--- src/rtl/eint_pkg.sv ---
package eint_pkg;
  typedef enum logic [1:0] {
    SENSE_LOW  = 2'b00,
    SENSE_ANY  = 2'b01,
    SENSE_FALL = 2'b10,
    SENSE_RISE = 2'b11
  } sense_e;
endpackage

--- src/rtl/eint_sync.sv ---
module eint_sync #(
  parameter int WIDTH  = 2,
  parameter int STAGES = 2
) (
  input  logic             clk,
  input  logic             rst,
  input  logic             adv,
  input  logic [WIDTH-1:0] d,
  output logic [WIDTH-1:0] q
);
  logic [STAGES-1:0][WIDTH-1:0] stg;

  // The chain only advances while the I/O clock is marked running; idle level is high.
  always_ff @(posedge clk) begin
    if (rst) begin
      stg <= '1;
    end else if (adv) begin
      stg[0] <= d;
      for (int i = 1; i < STAGES; i++) stg[i] <= stg[i-1];
    end
  end

  assign q = stg[STAGES-1];
endmodule

--- src/rtl/eint_settle.sv ---
module eint_settle #(
  parameter int STAGES = 2
) (
  input  logic clk,
  input  logic rst,
  input  logic run,
  output logic suppress
);
  localparam int CW = $clog2(STAGES + 1);

  logic          run_q;
  logic [CW-1:0] cnt;
  logic          resume;

  assign resume   = run & ~run_q;
  assign suppress = resume | (cnt != '0);

  always_ff @(posedge clk) begin
    if (rst) begin
      run_q <= 1'b0;
      cnt   <= '0;
    end else begin
      run_q <= run;
      if (resume)                cnt <= CW'(STAGES);
      else if (run && cnt != '0) cnt <= cnt - 1'b1;
    end
  end

  AST_SETTLE_ON_RESUME: assert property (@(posedge clk) disable iff (rst)
    (run && !run_q) |=> (cnt != '0));
endmodule

--- src/rtl/eint_wake.sv ---
module eint_wake
  import eint_pkg::*;
#(
  parameter int N_PINS = 2
) (
  input  logic [N_PINS-1:0]   pin,
  input  logic [2*N_PINS-1:0] sense,
  input  logic [N_PINS-1:0]   en,
  output logic                wake
);
  logic [N_PINS-1:0] lvl_hit;

  for (genvar g = 0; g < N_PINS; g++) begin : g_lvl
    assign lvl_hit[g] = en[g] & ~pin[g] & (sense_e'(sense[2*g+1:2*g]) == SENSE_LOW);
  end

  assign wake = |lvl_hit;
endmodule

--- src/rtl/eint_chan.sv ---
module eint_chan
  import eint_pkg::*;
(
  input  logic       clk,
  input  logic       rst,
  input  logic       run,
  input  logic       suppress,
  input  logic       s_in,
  input  logic [1:0] sense,
  input  logic       en,
  input  logic       clr,
  output logic       irq_o
);
  sense_e mode, mode_q;
  logic   hist_q, flag_q, irq_q;
  logic   mode_chg, raw_edge, edge_evt;

  assign mode     = sense_e'(sense);
  assign mode_chg = (mode != mode_q);

  always_comb begin
    unique case (mode)
      SENSE_RISE: raw_edge = s_in & ~hist_q;
      SENSE_FALL: raw_edge = ~s_in & hist_q;
      SENSE_ANY:  raw_edge = s_in ^ hist_q;
      default:    raw_edge = 1'b0;
    endcase
  end

  assign edge_evt = raw_edge & ~suppress & ~mode_chg;

  always_ff @(posedge clk) begin
    if (rst) begin
      mode_q <= SENSE_LOW;
      hist_q <= 1'b1;
      flag_q <= 1'b0;
      irq_q  <= 1'b0;
    end else if (run) begin
      mode_q <= mode;
      hist_q <= s_in;
      if (mode_chg)      flag_q <= 1'b0;
      else if (edge_evt) flag_q <= 1'b1;
      else if (clr)      flag_q <= 1'b0;
      irq_q <= en & ((mode == SENSE_LOW) ? ~s_in : flag_q);
    end
  end

  assign irq_o = irq_q;

  AST_IRQ_NEEDS_ENABLE: assert property (@(posedge clk) disable iff (rst)
    (run && !en) |=> !irq_q);
  AST_CLEAR_DROPS_FLAG: assert property (@(posedge clk) disable iff (rst)
    (run && clr && !raw_edge) |=> !flag_q);
  AST_STOPPED_FROZEN: assert property (@(posedge clk) disable iff (rst)
    !run |=> ($stable(flag_q) && $stable(hist_q)));
  AST_LEVEL_NO_FLAG: assert property (@(posedge clk) disable iff (rst)
    (run && mode == SENSE_LOW) |=> !flag_q);
  AST_SUPPRESS_NO_SET: assert property (@(posedge clk) disable iff (rst)
    (run && (suppress || mode_chg) && !flag_q) |=> !flag_q);
endmodule

--- src/rtl/eint_sense_unit.sv ---
module eint_sense_unit #(
  parameter int N_PINS      = 2,
  parameter int SYNC_STAGES = 2
) (
  input  logic                clk,
  input  logic                rst,
  input  logic                clk_run_i,
  input  logic [N_PINS-1:0]   pin_i,
  input  logic [2*N_PINS-1:0] sense_i,
  input  logic [N_PINS-1:0]   enable_i,
  input  logic [N_PINS-1:0]   flag_clr_i,
  output logic [N_PINS-1:0]   irq_o,
  output logic                wake_o
);
  logic [N_PINS-1:0] pin_s;
  logic              suppress;

  eint_sync #(.WIDTH(N_PINS), .STAGES(SYNC_STAGES)) u_sync (
    .clk(clk), .rst(rst), .adv(clk_run_i), .d(pin_i), .q(pin_s)
  );

  eint_settle #(.STAGES(SYNC_STAGES)) u_settle (
    .clk(clk), .rst(rst), .run(clk_run_i), .suppress(suppress)
  );

  eint_wake #(.N_PINS(N_PINS)) u_wake (
    .pin(pin_i), .sense(sense_i), .en(enable_i), .wake(wake_o)
  );

  for (genvar g = 0; g < N_PINS; g++) begin : g_chan
    eint_chan u_chan (
      .clk(clk), .rst(rst), .run(clk_run_i), .suppress(suppress),
      .s_in(pin_s[g]), .sense(sense_i[2*g+1:2*g]), .en(enable_i[g]),
      .clr(flag_clr_i[g]), .irq_o(irq_o[g])
    );
  end

  AST_WAKE_IS_LOW_LEVEL: assert property (@(posedge clk) disable iff (rst)
    wake_o |-> (pin_i != '1));
endmodule

--- config.mk ---
export PLATFORM = sky130hd
export DESIGN_NAME = eint_sense_unit
export DESIGN_NICKNAME = d
export VERILOG_FILES = /design/src/rtl/eint_pkg.sv /design/src/rtl/eint_sync.sv /design/src/rtl/eint_settle.sv /design/src/rtl/eint_wake.sv /design/src/rtl/eint_chan.sv /design/src/rtl/eint_sense_unit.sv
export SDC_FILE = /design/constraint.sdc
export NUM_CORES = 1
export LEC_CHECK = 0
export ABC_AREA = 0
export ABC_CLOCK_PERIOD_IN_PS = 1500
export BUFFER_PORTS_ARGS = -buffer_cell sky130_fd_sc_hd__buf_2
export CAP_MARGIN = 20
export CORE_MARGIN = 3
export CORE_UTILIZATION = 56
export CTS_BUF_LIST = sky130_fd_sc_hd__clkbuf_8
export CTS_CLUSTER_SIZE = 12
export DETAILED_ROUTE_END_ITERATION = 7
export PLACE_DENSITY_LB_ADDON = 0.25
export SLEW_MARGIN = 20
export SYNTH_ARGS = -nofsm -noshare
export SYNTH_HDL_FRONTEND = slang
export SYNTH_SLANG_ARGS = --single-unit
--- constraint.sdc ---
create_clock -name clk -period 1.5 [get_ports clk]
set_clock_uncertainty 0.15 [all_clocks]
set_input_delay 0.375 -clock clk [delete_from_list [all_inputs] [get_ports clk]]
set_output_delay 0.375 -clock clk [all_outputs]
set_load 0.02 [all_outputs]
==> flow_metrics.tcl <==
set metrics [dict create \
    cp_data_arrival_time_ns 1.07 \
    syn_nets 119 \
    rsz0062_at_grt "yes" \
    syn_area_per_cell_um2 8.77 \
    yosys.cell_count.top_type "dfxtp_1" \
    cp-end-kind "output port" \
    critical_path.max_stage_delay_ns 0.25 \
    num_rows 13 \
    numCtsBuffers 3 \
    crit_path_frequent_cell "buf_6" \
    clk_path_buf_depth 2 \
    crit_family "simple AND/OR/NAND/NOR gates" \
    cpMaxStageDelayCell "or2_4" \
    final_cells 136 \
    synth_seq_cells 17 \
    worst_slack_ns -0.0995 \
    path_clk_slew_ns 0.06 \
    worstPathMaxFanout 2 \
    drc 0 \
    worst-path-buf-inv 2 \
    finish.instance_area_um2 1070 \
    area_growth_pct 20.9 \
    hpwl_mm 1.29 \
    max-slew-margin-rel 0.835 \
    fillers 106 \
    tightest_slew_ns 0.244 \
    wl_per_cell_um 12.5 \
    hold_violations 0 \
    leakagePower_nw 0.498 \
    final_util 0.775 \
    clock-sinks 17 \
    die_h_um 45.8 \
    holdCritPathClass "input port to flop" \
    min_period_ns 1.60 \
    cts_setup_buffers 0 \
    cp_cell_sequence "buf_6 -> or2_4 -> o32ai_4 -> buf_6" \
    final_nets 140 \
    dieArea_um2 2090 \
    r2r_cells 5 \
    status "finished, violations left" \
    path_depth 4 \
    gp_congestion 0.800 \
    overflow 0 \
    port_buffers 15 \
    start_kind "input port" \
    setup_violations 1 \
    synth_area_leaders "dfxtp_1, ha_1, mux2i_1" \
    violations "negative setup slack" \
    place_inst 132 \
    regArea_um2 340 \
    grtUsageTotal 0.185 \
    async_flop_share 0 \
    syn_inst 101 \
    cts_max_level 1 \
    clk_latency_ns 0.24 \
    vias 758 \
    drtIter0Drc 10 \
    cts-root-buf "clkbuf_8" \
    drtPass1Iterations 4 \
    ys_seq_area_frac 0.384 \
    syn_area_um2 886 \
    antenna_found_initial 0 \
    min_period_over_period 1.07 \
    report.power.total_mw 0.961 \
    grt_pass1_wl_mm 2.84 \
    io_pins 16 \
    irDropWorstVdd_v 0.000770 \
    ant_nets 0 \
    synth.distinct_cells 24 \
    grt_max_degree 16 \
    yosysTopAreaCellShare 0.384 \
    yosysWarnings 0 \
    drive_gt1_frac 0.231 \
    fp.dieW_um 45.8 \
    worstHoldPathCells 3 \
    cts_tree "built" \
    fmax_mhz 625 \
    synthFlopType "dfxtp_1" \
    cp.required_ns 0.97 \
    drv_cap 0 \
    routed_wl_mm 1.71 \
    diodes 0 \
    power.density_nw_per_um2 897 \
    netlist_top_cells_count "dfxtp_1, nand2_1, nor2_1" \
    synth_enable_flop_cells 0 \
    floorplan.initialDensity 0.641 \
    postPlaceCellArea_um2 1010 \
    coreArea_um2 1380 \
    slew_violations 0 \
    grt_pass1_vias 687 \
    place_ws_ns -0.159 \
    yosysTopAreaCell "dfxtp_1" \
    cts_hold_buf 0 \
    crit_type "input port to output port" \
    multi_input_area_um2 504 \
    viasPerCell 5.57 \
]
==> stage by stage <==
stage	hold WS, ns	TNS [ns]
floorplan	0.290	0
global placement	0.300	-0.156
detailed placement	0.310	-0.159
CTS	0.213	-0.100
global route	0.254	-0.135
finish	0.211	-0.0995
==> layout make-up <==
cell class,count,area share
clock buffer,3,0.0386
clock inverter,1,0.00350
inverter,8,0.0280
multi-input combinational,71,0.471
sequential,17,0.318
tap,15,0.0175
timing repair buffer,21,0.124
==> path summary, 6_finish.rpt <==
check / from / end / slack [ns]
hold reg to reg: g_chan[0].u_chan.irq_o / g_chan[0].u_chan.irq_o / 0.32
hold / removal: pin_i[0] / u_sync.stg[0] / 0.21
setup reg to reg: u_sync.q[1] / g_chan[1].u_chan.flag_q / 0.07
setup / recovery: sense_i[3] / wake_o / -0.1
==> layer usage <==
| layer | global-route usage | vias up | share of wire |
|---|---|---|---|
| li1 | - | 386 | - |
| met1 | 0.234 | 345 | 0.45 |
| met2 | 0.309 | 22 | 0.47 |
| met3 | 0.0356 | 5 | 0.057 |
| met4 | 0.0682 | 0 | 0.015 |
| met5 | 0 | - | 0 |
==> sequential cells by signal, summed over array words and instances, names as in the netlist <==
name                  cells
g_chan.u_chan.mode_q      4
u_settle.run_q            1
g_chan.u_chan.flag_q      2
g_chan.u_chan.hist_q      2
u_sync.stg                2
u_sync.q                  2
u_settle.cnt              2
g_chan.u_chan.irq_o       2
==> logic make-up (layout without fill, tap and decap cells) <==
| family | count (synthesis) | after routing | synth area share |
|---|---|---|---|
| muxes | 6 | 6 | 0.0678 |
| xor gates and xnor gates | 4 | 4 | 0.0395 |
| DFF | 17 | 17 | 0.384 |
| and+or+nand+nor | 38 | 38 | 0.208 |
| buffers and inverters | 13 | 33 | 0.0706 |
| adders and majority gates | 5 | 5 | 0.0706 |
| AOI/OAI and AO/OA | 18 | 18 | 0.160 |
==> power by group <==
part,internal (mW),switching [mW]
combinational,0.0742,0.0812
clock,0.181,0.138
sequential,0.473,0.0136
==> worst reg2reg max path, stage by stage (launching register included) <==
cell	delay [ns]
dfxtp_1	0.38
inv_1	0.08
ha_1	0.18
nor2b_1	0.13
o311ai_1	0.28
o211ai_1	0.11
==> cells in the final DEF, fill, tap and decap left out <==
cell type,instances
clkbuf_8,3
nor2_1,10
mux2i_1,6
buf_2,13
xnor2_1,4
ha_1,5
nor2b_1,3
nand2_1,12
buf_6,2
o32ai_4,1
or2_4,1
nand4_1,2
buf_4,6
or3_1,1
nor3_1,2
or2_1,1
o311ai_1,2
a221oi_2,1
dfxtp_1,17
o211ai_1,8
a21oi_1,3
o21a_1,2
and4b_1,1
a21bo_2,1
and3_1,2
inv_1,9
nand2b_1,3
==> timing repair <==
| item | CTS | global route |
|---|---|---|
| setup endpoints to repair | 1 | 1 |
| pin swaps | 0 | 0 |
| endpoints found under the hold margin | 0 | 0 |
| gates resized for setup | 4 | 0 |
No activity file was read; power rests on OpenSTA's default activity.
